===== src/rtl/mwc_pkg.sv =====
package mwc_pkg;
  localparam int SYM_W   = 5;
  localparam int WORD_W  = 6;
  localparam int NIB_W   = WORD_W - 2;
  localparam int ROWS    = 6;
  localparam int GROUPS  = 4;
  localparam int LEGAL   = ROWS * GROUPS;
  localparam int IDX_W   = SYM_W - 2;

  typedef logic [NIB_W-1:0]  nib_t;
  typedef logic [SYM_W-1:0]  sym_t;
  typedef logic [WORD_W-1:0] word_t;

  localparam word_t SAFE_WORD = 6'b010100;

  // six shared X,Y,Z,U patterns, LSB alternating down the list
  function automatic nib_t base_row(input logic [IDX_W-1:0] idx);
    case (idx)
      3'd0:    return 4'b0101;
      3'd1:    return 4'b1000;
      3'd2:    return 4'b1001;
      3'd3:    return 4'b1010;
      3'd4:    return 4'b1101;
      3'd5:    return 4'b1100;
      default: return 4'b0101;
    endcase
  endfunction

  // X <- U, Y <- X, Z <- Y, U <- Z  (X is bit 3)
  function automatic nib_t rot_fwd(input nib_t n);
    return {n[0], n[3], n[2], n[1]};
  endfunction

  function automatic nib_t rot_back(input nib_t n);
    return {n[2], n[1], n[0], n[3]};
  endfunction
endpackage


===== src/rtl/mwc_enc.sv =====
module mwc_enc
  import mwc_pkg::*;
(
  input  sym_t  sym,
  output word_t word,
  output logic  bad
);
  logic v_bit, w_bit;
  nib_t base, turned, shaped;

  assign v_bit  = sym[0];
  assign w_bit  = sym[1];
  assign bad    = (sym >= sym_t'(LEGAL));
  assign base   = base_row(sym[SYM_W-1:2]);
  assign turned = (v_bit ^ w_bit) ? rot_fwd(base) : base;
  assign shaped = v_bit ? ~turned : turned;
  assign word   = bad ? SAFE_WORD : {shaped, v_bit, w_bit};
endmodule


===== src/rtl/mwc_dec.sv =====
module mwc_dec
  import mwc_pkg::*;
(
  input  word_t word,
  output sym_t  sym,
  output logic  bad
);
  logic v_bit, w_bit;
  nib_t flat, core;
  logic [ROWS-1:0]  hit;
  logic [IDX_W-1:0] idx;

  assign v_bit = word[1];
  assign w_bit = word[0];
  assign flat  = v_bit ? ~word[WORD_W-1:2] : word[WORD_W-1:2];
  assign core  = (v_bit ^ w_bit) ? rot_back(flat) : flat;

  for (genvar r = 0; r < ROWS; r++) begin : g_row
    assign hit[r] = (core == base_row(IDX_W'(r)));
  end

  always_comb begin
    idx = '0;
    for (int r = 0; r < ROWS; r++)
      if (hit[r]) idx = IDX_W'(r);
  end

  assign bad = ~|hit;
  assign sym = bad ? '0 : {idx, w_bit, v_bit};
endmodule


===== src/rtl/mwc4_codec.sv =====
module mwc4_codec
  import mwc_pkg::*;
(
  input  logic        clk,
  input  logic        rst_n,
  input  logic [4:0]  sym_in,
  input  logic [5:0]  word_in,
  output logic [5:0]  word_out,
  output logic        enc_err,
  output logic [4:0]  sym_out,
  output logic        dec_err
);
  word_t enc_word;
  logic  enc_bad;
  sym_t  dec_sym;
  logic  dec_bad;

  mwc_enc u_enc (.sym(sym_in), .word(enc_word), .bad(enc_bad));
  mwc_dec u_dec (.word(word_in), .sym(dec_sym), .bad(dec_bad));

  always_ff @(posedge clk) begin
    if (!rst_n) begin
      word_out <= SAFE_WORD;
      enc_err  <= 1'b0;
      sym_out  <= '0;
      dec_err  <= 1'b0;
    end else begin
      word_out <= enc_word;
      enc_err  <= enc_bad;
      sym_out  <= dec_sym;
      dec_err  <= dec_bad;
    end
  end
endmodule


===== config.mk =====
export PLATFORM = sky130hd
export DESIGN_NAME = mwc4_codec
export DESIGN_NICKNAME = d
export VERILOG_FILES = /design/src/rtl/mwc_pkg.sv /design/src/rtl/mwc_enc.sv /design/src/rtl/mwc_dec.sv /design/src/rtl/mwc4_codec.sv
export SDC_FILE = /design/constraint.sdc
export NUM_CORES = 1
export LEC_CHECK = 0
export CELL_PAD_IN_SITES_DETAIL_PLACEMENT = 0
export CELL_PAD_IN_SITES_GLOBAL_PLACEMENT = 1
export CORE_UTILIZATION = 35
export CTS_BUF_LIST = sky130_fd_sc_hd__clkbuf_2
export DETAILED_ROUTE_END_ITERATION = 16
export DONT_BUFFER_PORTS = 1
export PLACE_DENSITY = 0.65
export SYNTH_ARGS = -nofsm -noshare
export SYNTH_HDL_FRONTEND = slang
export SYNTH_SLANG_ARGS = --single-unit

===== constraint.sdc =====
create_clock -name clk -period 1.95 [get_ports clk]
set_input_delay 0.39 -clock clk [delete_from_list [all_inputs] [get_ports clk]]
set_output_delay 0.39 -clock clk [all_outputs]
set_load 0.005 [all_outputs]

## After elaboration in Yosys (flattened, before gate mapping)

Index checks and enable logic that the tools add are counted.
W data, S select, Z words.

- Register bits after elaboration: 13
- Latch bits: 0
- Input bits: 13
- RAM bits: 0
- Memories kept: 0
- Output and inout port bits: 13
- ROM bits: 0
- Logic and storage cells: 38

- Shifts and indexed selects: 0
- Eq/ne operators: 11
- $mul: 0
- $lt $le $gt $ge: 1
- Add/subtract/negate cells: 0
- Div/mod/pow operators: 0
- Reductions and logical operators: 5
- Bitwise gates (word level): 6
- Muxes and demuxes: 10

Operators with widths:

| operator | number |
|---|---|
| $eq A4 B4 Y1 const B | 5 |
| $pmux W4 S5 | 1 |
| $mux W4 | 4 |
| $not A4 Y4 | 2 |
| $eq A3 B2 Y1 const B | 2 |
| $eq A3 B3 Y1 const B | 2 |
| $mux W3 | 2 |
| $reduce_or A6 Y1 | 1 |
| $ge A5 B5 Y1 const B | 1 |
| $eq A4 B3 Y1 const B | 1 |
| $mux W2 | 2 |
| $reduce_or A4 Y1 | 1 |
| $eq A3 B1 Y1 const B | 1 |
| $not A1 Y1 | 2 |
| $reduce_and A2 Y1 | 1 |
| $reduce_or A2 Y1 | 1 |
| $xor A1 B1 Y1 | 2 |
| $logic_not A1 Y1 | 1 |
| $mux W1 | 1 |

## Logic depth before layout (Yosys ltp)

- Depth in word-level cells: 9
- Gate-level depth with buffers: 8
- Depth with buffers taken out: 6

## Cells and area by module

A second synthesis with hierarchy kept.

- Cells, all modules: 105
- Area, all modules: 939.7 µm²

Modules (own cells, without submodules):

| module | cells an instance | seq. area each (µm²) | instances | area each (µm²) |
|---|---|---|---|---|
| mwc4_codec | 27 | 260.2 | 1 | 361.6 |
| mwc_dec | 46 | 0.0 | 1 | 349.1 |
| mwc_enc | 32 | 0.0 | 1 | 229.0 |

## Worst setup path after synthesis

No wires, ideal clock.

- Path type: input to register
- Start: input port sym_in[0]
- End: register word_out[5]
- Data required time: 1,831 ps
- Stages on the path: 7
- Buffers on the path: 2
- Data arrival time: 1,796 ps
- Library setup time: 119 ps
- Setup slack: 35 ps
- Cell sequence: clkbuf_1 inv_1 ha_1 clkbuf_1 or4_1 nand3_1 a21oi_1

- Longest elaborated chain between the ends: 4
- Elaborated cells on any way between the ends: 6
- Classes of those cells: 1 x order compare; 2 x mux; 2 x bitwise; 1 x reduce/logical

RTL lines:

| element | RTL line | RTL |
|---|---|---|
| start: declaration | mwc4_codec.sv:6 | `input logic [4:0] sym_in,` |
| branches (longest 4 deep; another with $ge A5 B5 Y1) | n/a |  |
| end signal: assignment | mwc4_codec.sv:28 | `word_out <= enc_word;` |
| end: declaration | mwc4_codec.sv:8 | `output logic [5:0] word_out,` |

Several ways; the timed one is not identified.
A chain may end at the register's enable or synchronous reset.

## Worst setup path after layout

Ends and elaborated chain as after synthesis.

==> results.md <==
- Top cells by area, synth: dfxtp_1, o21ai_0, nand2_1
- DR vias: 678
- RSZ-0062 raised after global routing: false
- Status: complete, no violations
- Clk root buf: clkbuf_2
- Initial antenna violation count: 0
- I/O pin cnt: 26
- Avg Vias per Cell: 5.30
- Critical path class: primary input to flop
- Area grow syn2layout: 0.772%
- Largest net degree at the start of global routing: 13
- Starting Density: 0.370
- Max Clk Rate: 748 MHz
- Critical Path Fanout Max: 12
- Switching share of power: 0.260
- CTS clock-pin slew for the worst setup and hold paths: 0.12 ns
- Antenna-violating nets left: 0
- Synth Warn #: 0
- Die span in y: 50.1 microns
- Number of enable flip-flop cells after synthesis: 0
- Clock Path Buffers: 2
- Power Internal: 0.000377 W
- # Max-Cap Violations: 0
- H-Tree Depth: 1
- CTS Buf Count: 3
- CP startpoint kind: primary input
- Number of setup violations in the final report: 0
- Cell taking the most area after synthesis: dfxtp_1
- Synthesized area per cell: 7.80 sq um
- Fraction of layout cells with a size suffix above 1: 0.0800
- Logic pwr share: 0.161
- Sw power: 0.000132 W
- Seq/Total Area, Yosys: 0.321
- Top-count cell post-synth: dfxtp_1
- Cells after Synth: 104
- Vias in the first global route: 588
- DR iter-0 viols: 17
- Synthesized Nets: 118
- DRC viols: 0
- Post-CTS Setup Inserts: 0
- Tot Pwr: 0.000509 W
- Setup tns final: 0 ns
- Critical Path RT: 2.11 ns
- HPWL Detailed: 1280 microns
- Cell Pwr Density: 624 nW/um^2
- First-pass GRT wire length: 2700 microns
- Hold Vio Cnt, Final: 0
- Die span in x: 50.1 microns
- Yosys reg bits: 13
- # rows: 17
- DIE AREA: 2510 sq um
- Critical path capture point type: flop
- Final WL: 1780 microns
- Critical path destination: word_out[5]
- Primary FF master, synth: dfxtp_1
- Final core occ: 0.373
- Seq pwr share: 0.567
- Worst slew pin tran: 0.406 ns
- Fin nets: 115
- # port buffers: 0
- Global route overflow: 0
- Pins Over Slew Limit: 0
- Period Utilization, post-route: 0.685
- Cts hold-fix bufs: 0
- CTS tree: built
- Area share of the largest cell type after synthesis: 0.321
- Leakage: 0.333 nW
- Clock share of power: 0.272
- Min Hold Slack: 0.187 ns
- CP startpoint: sym_in[0]
- GP Congestion: 0.754
- Router iterations before antenna repair: 4
- Tot GR Track Use: 0.139
- CTS resizes: 0
- Core footprint: 2190 sq um
- Synthesized area: 811 sq um
- Class of the worst hold path: primary input to flop
- Synth async-reset ratio: 0
- Routed WL per cell: 13.9 microns
- Final Critical Period: 1.34 ns
- N_diodes: 0
- Synth cell count leaders: dfxtp_1, nand2_1, inv_1, o21ai_0
- Worst Path Arrival: 1.49 ns
- Post-synthesis cell type count: 35
- Clock sinks: 13
- Max VDD drop: 258 uV
- Relative slew slack: 0.728
## cell usage in the layout, fill, tap and decap left out
cell type	instances
or4_1	1
or3b_2	1
a211o_1	1
and3_1	5
nor4b_1	1
clkbuf_2	4
o22ai_1	1
a32o_1	1
o2bb2ai_1	1
a21oi_1	7
nand2b_1	4
mux2i_1	2
a31oi_1	1
o211ai_2	1
or2b_1	1
o31ai_1	2
nand3b_1	3
nor3b_1	2
or4b_4	1
nor2b_1	4
nand3_1	2
dfxtp_1	13
or3b_1	1
inv_1	8
o21a_1	1
o211ai_1	2
nor2_1	7
o21ai_0	8
nor3_1	1
o31ai_2	1
xnor2_1	1
nand2_1	10
ha_1	1
## state kept, by name, indices dropped and copies added (netlist names)
| name | count |
|---|---|
| word_out | 6 |
| dec_err | 1 |
| sym_out | 5 |
| enc_err | 1 |
## power by group through the flow
stage | clock, W | sequential [W] | combinational (W)
after floorplan | 0 | 0.000293 | 0.0000889
final | 0.000139 | 0.000289 | 0.0000820
after CTS | 0.000145 | 0.000289 | 0.0000817
after global placement | 0 | 0.000295 | 0.0000807
after global routing | 0.000156 | 0.000290 | 0.0000932
after detailed placement | 0 | 0.000295 | 0.0000814
## cell families (layout without fill, tap and decap cells)
group / Yosys count / in the layout / synth area share
mux: 2 / 2 / 0.0247
compound gates: 27 / 27 / 0.219
buf+inv: 16 / 12 / 0.0972
simple gates: 44 / 44 / 0.312
xor+xnor: 1 / 1 / 0.0108
fa+ha+maj: 1 / 1 / 0.0154
flops: 13 / 13 / 0.321
## worst max-delay path, cell delays in order
cell	delay, ns
inv_1	0.03
ha_1	0.41
or4_1	0.50
nand3_1	0.09
a21oi_1	0.06
## worst min-delay path by stage
stage | start | endpoint | slack [ns] | cells past startpoint
after floorplan | rst_n | word_out[4] | 0.45 | 1
after global placement | rst_n | word_out[4] | 0.46 | 1
after detailed placement | rst_n | word_out[4] | 0.46 | 1
after CTS | rst_n | word_out[4] | 0.17 | 1
after global routing | rst_n | word_out[4] | 0.17 | 1
final | rst_n | word_out[4] | 0.19 | 1
## cell type report
cell class                      instances  area [sq um]
Clock buffer                            4          20.0
Inverter                                8          30.0
Fill cell                             242          1370
Multi-Input combinational cell         75           472
Tap cell                               28          35.0
Sequential cell                        13           260
## through the flow
step | std cells | worst slack (ns) | area (sq um)
2_1_floorplan | 104 | 0.0347 | 811
3_3_place_gp | 124 | 0.370 | 797
3_5_place_dp | 124 | 0.334 | 797
4_1_cts | 128 | 0.634 | 817
5_1_grt | 128 | 0.528 | 817
6_report | 128 | 0.614 | 817
## metal layers
metal | wire, microns | part of all wire | vias to the layer above | GRT usage
li1 | - | - | 354 | -
met1 | 964 | 0.54 | 297 | 0.218
met2 | 682 | 0.38 | 25 | 0.173
met3 | 123 | 0.069 | 2 | 0.0303
met4 | 14 | 0.0078 | 0 | 0.0571
met5 | 0 | 0 | - | 0
(Power assumes the default switching activity.)
